**src/rtl/alu_pkg.sv**
```systemverilog
package alu_pkg;

    typedef enum logic [1:0] {
        OP_NEG_A = 2'b00,
        OP_NEG_B = 2'b01,
        OP_SUB   = 2'b10,
        OP_ADD   = 2'b11
    } alu_op_e;

    typedef struct packed {
        logic zero_a;
        logic inv_a;
        logic zero_b;
        logic inv_b;
    } opnd_gate_t;

    typedef struct packed {
        opnd_gate_t gate;
        logic       carry_in;
    } alu_ctl_t;

    function automatic alu_ctl_t decode_op(input alu_op_e op);
        alu_ctl_t c;
        c = '0;
        unique case (op)
            OP_NEG_A: begin
                c.gate.inv_a  = 1'b1;
                c.gate.zero_b = 1'b1;
                c.carry_in    = 1'b1;
            end
            OP_NEG_B: begin
                c.gate.zero_a = 1'b1;
                c.gate.inv_b  = 1'b1;
                c.carry_in    = 1'b1;
            end
            OP_SUB: begin
                c.gate.inv_b  = 1'b1;
                c.carry_in    = 1'b1;
            end
            default: begin
                c.carry_in    = 1'b0;
            end
        endcase
        return c;
    endfunction

    function automatic logic gate_bit(input logic d, input logic zero, input logic inv);
        return zero ? 1'b0 : (d ^ inv);
    endfunction

endpackage

```
**src/rtl/alu_op_decode.sv**
```systemverilog
module alu_op_decode
    import alu_pkg::*;
(
    input  logic [1:0] op_code,
    output alu_ctl_t   ctl
);
    always_comb begin
        ctl = decode_op(alu_op_e'(op_code));
    end
endmodule

```
**src/rtl/alu_bit_slice.sv**
```systemverilog
module alu_bit_slice
    import alu_pkg::*;
(
    input  logic       a_bit,
    input  logic       b_bit,
    input  opnd_gate_t gate,
    input  logic       c_in,
    output logic       s_bit,
    output logic       c_out
);
    logic x;
    logic y;

    always_comb begin
        x     = gate_bit(a_bit, gate.zero_a, gate.inv_a);
        y     = gate_bit(b_bit, gate.zero_b, gate.inv_b);
        s_bit = x ^ y ^ c_in;
        c_out = (x & y) | (c_in & (x ^ y));
    end
endmodule

```
**src/rtl/alu_ripple_chain.sv**
```systemverilog
module alu_ripple_chain
    import alu_pkg::*;
#(
    parameter int W = 8
) (
    input  logic [W-1:0] a,
    input  logic [W-1:0] b,
    input  opnd_gate_t   gate,
    input  logic         c0,
    output logic [W-1:0] sum,
    output logic         c_into_msb,
    output logic         c_from_msb
);
    logic [W:0] carry;

    assign carry[0] = c0;

    for (genvar i = 0; i < W; i++) begin : g_slice
        alu_bit_slice u_slice (
            .a_bit (a[i]),
            .b_bit (b[i]),
            .gate  (gate),
            .c_in  (carry[i]),
            .s_bit (sum[i]),
            .c_out (carry[i+1])
        );
    end

    assign c_into_msb = carry[W-1];
    assign c_from_msb = carry[W];
endmodule

```
**src/rtl/twos_arith_alu.sv**
```systemverilog
module twos_arith_alu
    import alu_pkg::*;
#(
    parameter int W = 8
) (
    input  logic [W-1:0] opnd_a,
    input  logic [W-1:0] opnd_b,
    input  logic [1:0]   op_sel,
    output logic [W-1:0] result,
    output logic         carry_out,
    output logic         ovf
);
    alu_ctl_t ctl;
    logic     c_msb_in;
    logic     c_msb_out;

    alu_op_decode u_dec (
        .op_code (op_sel),
        .ctl     (ctl)
    );

    alu_ripple_chain #(.W(W)) u_chain (
        .a          (opnd_a),
        .b          (opnd_b),
        .gate       (ctl.gate),
        .c0         (ctl.carry_in),
        .sum        (result),
        .c_into_msb (c_msb_in),
        .c_from_msb (c_msb_out)
    );

    assign carry_out = c_msb_out;
    assign ovf       = c_msb_in ^ c_msb_out;
endmodule

```
**config.mk**
```make
export PLATFORM = sky130hd
export DESIGN_NAME = twos_arith_alu
export DESIGN_NICKNAME = d
export VERILOG_FILES = /design/src/rtl/alu_pkg.sv /design/src/rtl/alu_op_decode.sv /design/src/rtl/alu_bit_slice.sv /design/src/rtl/alu_ripple_chain.sv /design/src/rtl/twos_arith_alu.sv
export SDC_FILE = /design/constraint.sdc
export NUM_CORES = 1
export LEC_CHECK = 0
export ABC_AREA = 1
export BUFFER_PORTS_ARGS = -buffer_cell sky130_fd_sc_hd__buf_2
export CAP_MARGIN = 30
export CORE_MARGIN = 10
export CORE_UTILIZATION = 48
export DETAILED_ROUTE_END_ITERATION = 6
export MAX_ROUTING_LAYER = met4
export PLACE_DENSITY = 0.78
export SYNTH_ARGS = -nofsm -noshare
export SYNTH_HDL_FRONTEND = slang
export SYNTH_HIERARCHICAL = 1
export SYNTH_SLANG_ARGS = --single-unit
```
**constraint.sdc**
```tcl
create_clock -name vclk -period 6.9
set_input_delay 0.69 -clock vclk [all_inputs]
set_output_delay 0.69 -clock vclk [all_outputs]
set_load 0.01 [all_outputs]
```
==> run metrics <==
initial core utilization approximately half; Slew Viols, Final 0; number of antenna violations at the first check in global routing 0; GR Util met3 0.626%; RSZ-0062 raised after global routing no; Clock buffer cells 0; cell area after synthesis between 700 and 800 um2; Seq pwr share 0%; most frequent cells in the layout 77 x inv_1, 35 x nand2_1, 28 x buf_2; internal power between 0.04 and 0.05 mW; critical path depth in cells 32; Max stage delay on crit path about 420 ps; post-DR wirelength/cell roughly 8.6 um; Rows 14; vias in the first global route roughly 730; DR vias roughly 750; non-filler instance count after layout 185; Psw 0.0595 mW; Die Span Y 60.5 um; Top-Level Pins 28; Seq/Total Area, Yosys 0%; met2 Track Usage GR between 10% and 20%; nets 200; Worst Setup End Kind output port; DRT Wirelength 1590 um; hold slack final 1900 ps; Final Hold Fails 0; Arr. time, crit path between 5000 and 6000 ps; post-CTS sizing 0; Combinational Power Share 100.0%; global-route wire length before repair about 2700 um; dpl ws 334 ps; GPL Wtd Cong just under 0.7; FFs & Latches 0; Diodes inserted 0; DRC errors left 0; Final setup violation count 0; full die area between 3000 and 4000 um2; Pwr Total 0.102 mW; Synth Area in Adders around a quarter; commonest non-fill, non-tap cell in the layout inv_1; fraction of layout cells with a size suffix above 1 27.8%; most used routing layer met2; area grow syn2layout 22.9%; crit path from op_sel[1]; maxcap violations 0; port bufs 28; Die X around 60 um; final core utilization between 60% and 70%; clock power share 0%; Placed Cells around 190; CP most frequent cell inv_1; Cell Pwr Density approximately 110 nW/um2; global-route usage over all layers about 9.0%; Rel. slew slack about four fifths; cts hold-fix bufs 0; core area 1520 um2; post-CTS setup repair buffer count 0; Fmax 0.155 GHz; HPWL Detailed between 1000 and 1500 um; post-synthesis mux area share 0%; Post-Layout Inst Area between 900 and 1000 um2; Worst Hold Class in2out; Cells after Synth between 100 and 150; worst-path maximum fanout 8; vias per cell approximately 4.1; drt pass-1 iters 4; Yosys warnings 6; Net Sw Frac approximately three fifths; final antenna-violating net count 0; worst slew pin tran 291 ps; post-synth net total 169; Tcrit/Tclk final between 90% and 100%; gr ovfl total 0; critical path endpoint ovf; compound-gate portion of the synthesized area 0%; Worst Path Required about 6200 ps; crit path time final 6440 ps; register area 0 um2; status finished clean; GRT met1 Usage a little under 10%; Worst path slowest cell fa_1; mean post-synth cell area 5.61 um2; maximum vdd ir drop 0.0000614 V; Post-Synth XOR/XNOR Area 0%; largest net degree at the start of global routing 22; Startpoint Class primary input; instance area at placement 953 um2; drt initial violations 17; Unique masters post-synth 6; TNS Setup 0 ps; Synth Area in Simple Gates between 30% and 40%; crit-path leading delay family adder cells; Buf+Inv Stages, Crit Path 20; final setup margin 457 ps; critical path type in2out; LEAKAGE between 0.7 and 0.8 nW; largest family of logic cells by synthesized area buffers and inverters
cells in the mapped netlist:
library cell | count | area [um2]
nand2_1 | 35 | 131
ha_1 | 3 | 37.5
nand3_2 | 16 | 160
buf_4 | 1 | 7.51
inv_1 | 77 | 289
fa_1 | 8 | 160
power by group through the flow:
stage	sequential, mW	clock [mW]	combinational [mW]
2_1_floorplan	0	0	0.0664
3_3_place_gp	0	0	0.0994
3_5_place_dp	0	0	0.104
4_1_cts	0	0	0.104
5_1_grt	0	0	0.120
6_report	0	0	0.102
worst min-delay path by stage:
stage	slack (ps)	cells after the start	end	start
after global routing	1940	6	result[1]	opnd_b[1]
after CTS	1910	6	result[7]	opnd_b[7]
final	1900	6	result[5]	opnd_b[5]
after detailed placement	1900	6	result[7]	opnd_b[7]
after floorplan	1690	4	result[0]	opnd_b[0]
after global placement	1900	6	result[2]	opnd_b[2]
metal layers:
metal / part of all wire, % / vias up
met5: 0 / -
met4: 0 / 0
met3: 5.1 / 0
met2: 54 / 14
met1: 41 / 320
li1: - / 420
cell type report:
cell class,instances,area (um2)
Multi-Input combinational cell,62,502
Tap cell,16,20.0
Timing Repair Buffer,30,155
Inverter,77,289
Fill cell,149,558
cells by family after synthesis:
family,after synthesis
fa+ha+maj,11
buf+inv,78
simple gates,51
worst min-delay path, cell delays in order:
cell and delay [ps]:
buf_2 90, nand2_1 60, nand3_2 70, fa_1 150, inv_1 30, buf_2 130
Power figures use the tool's default switching activity.
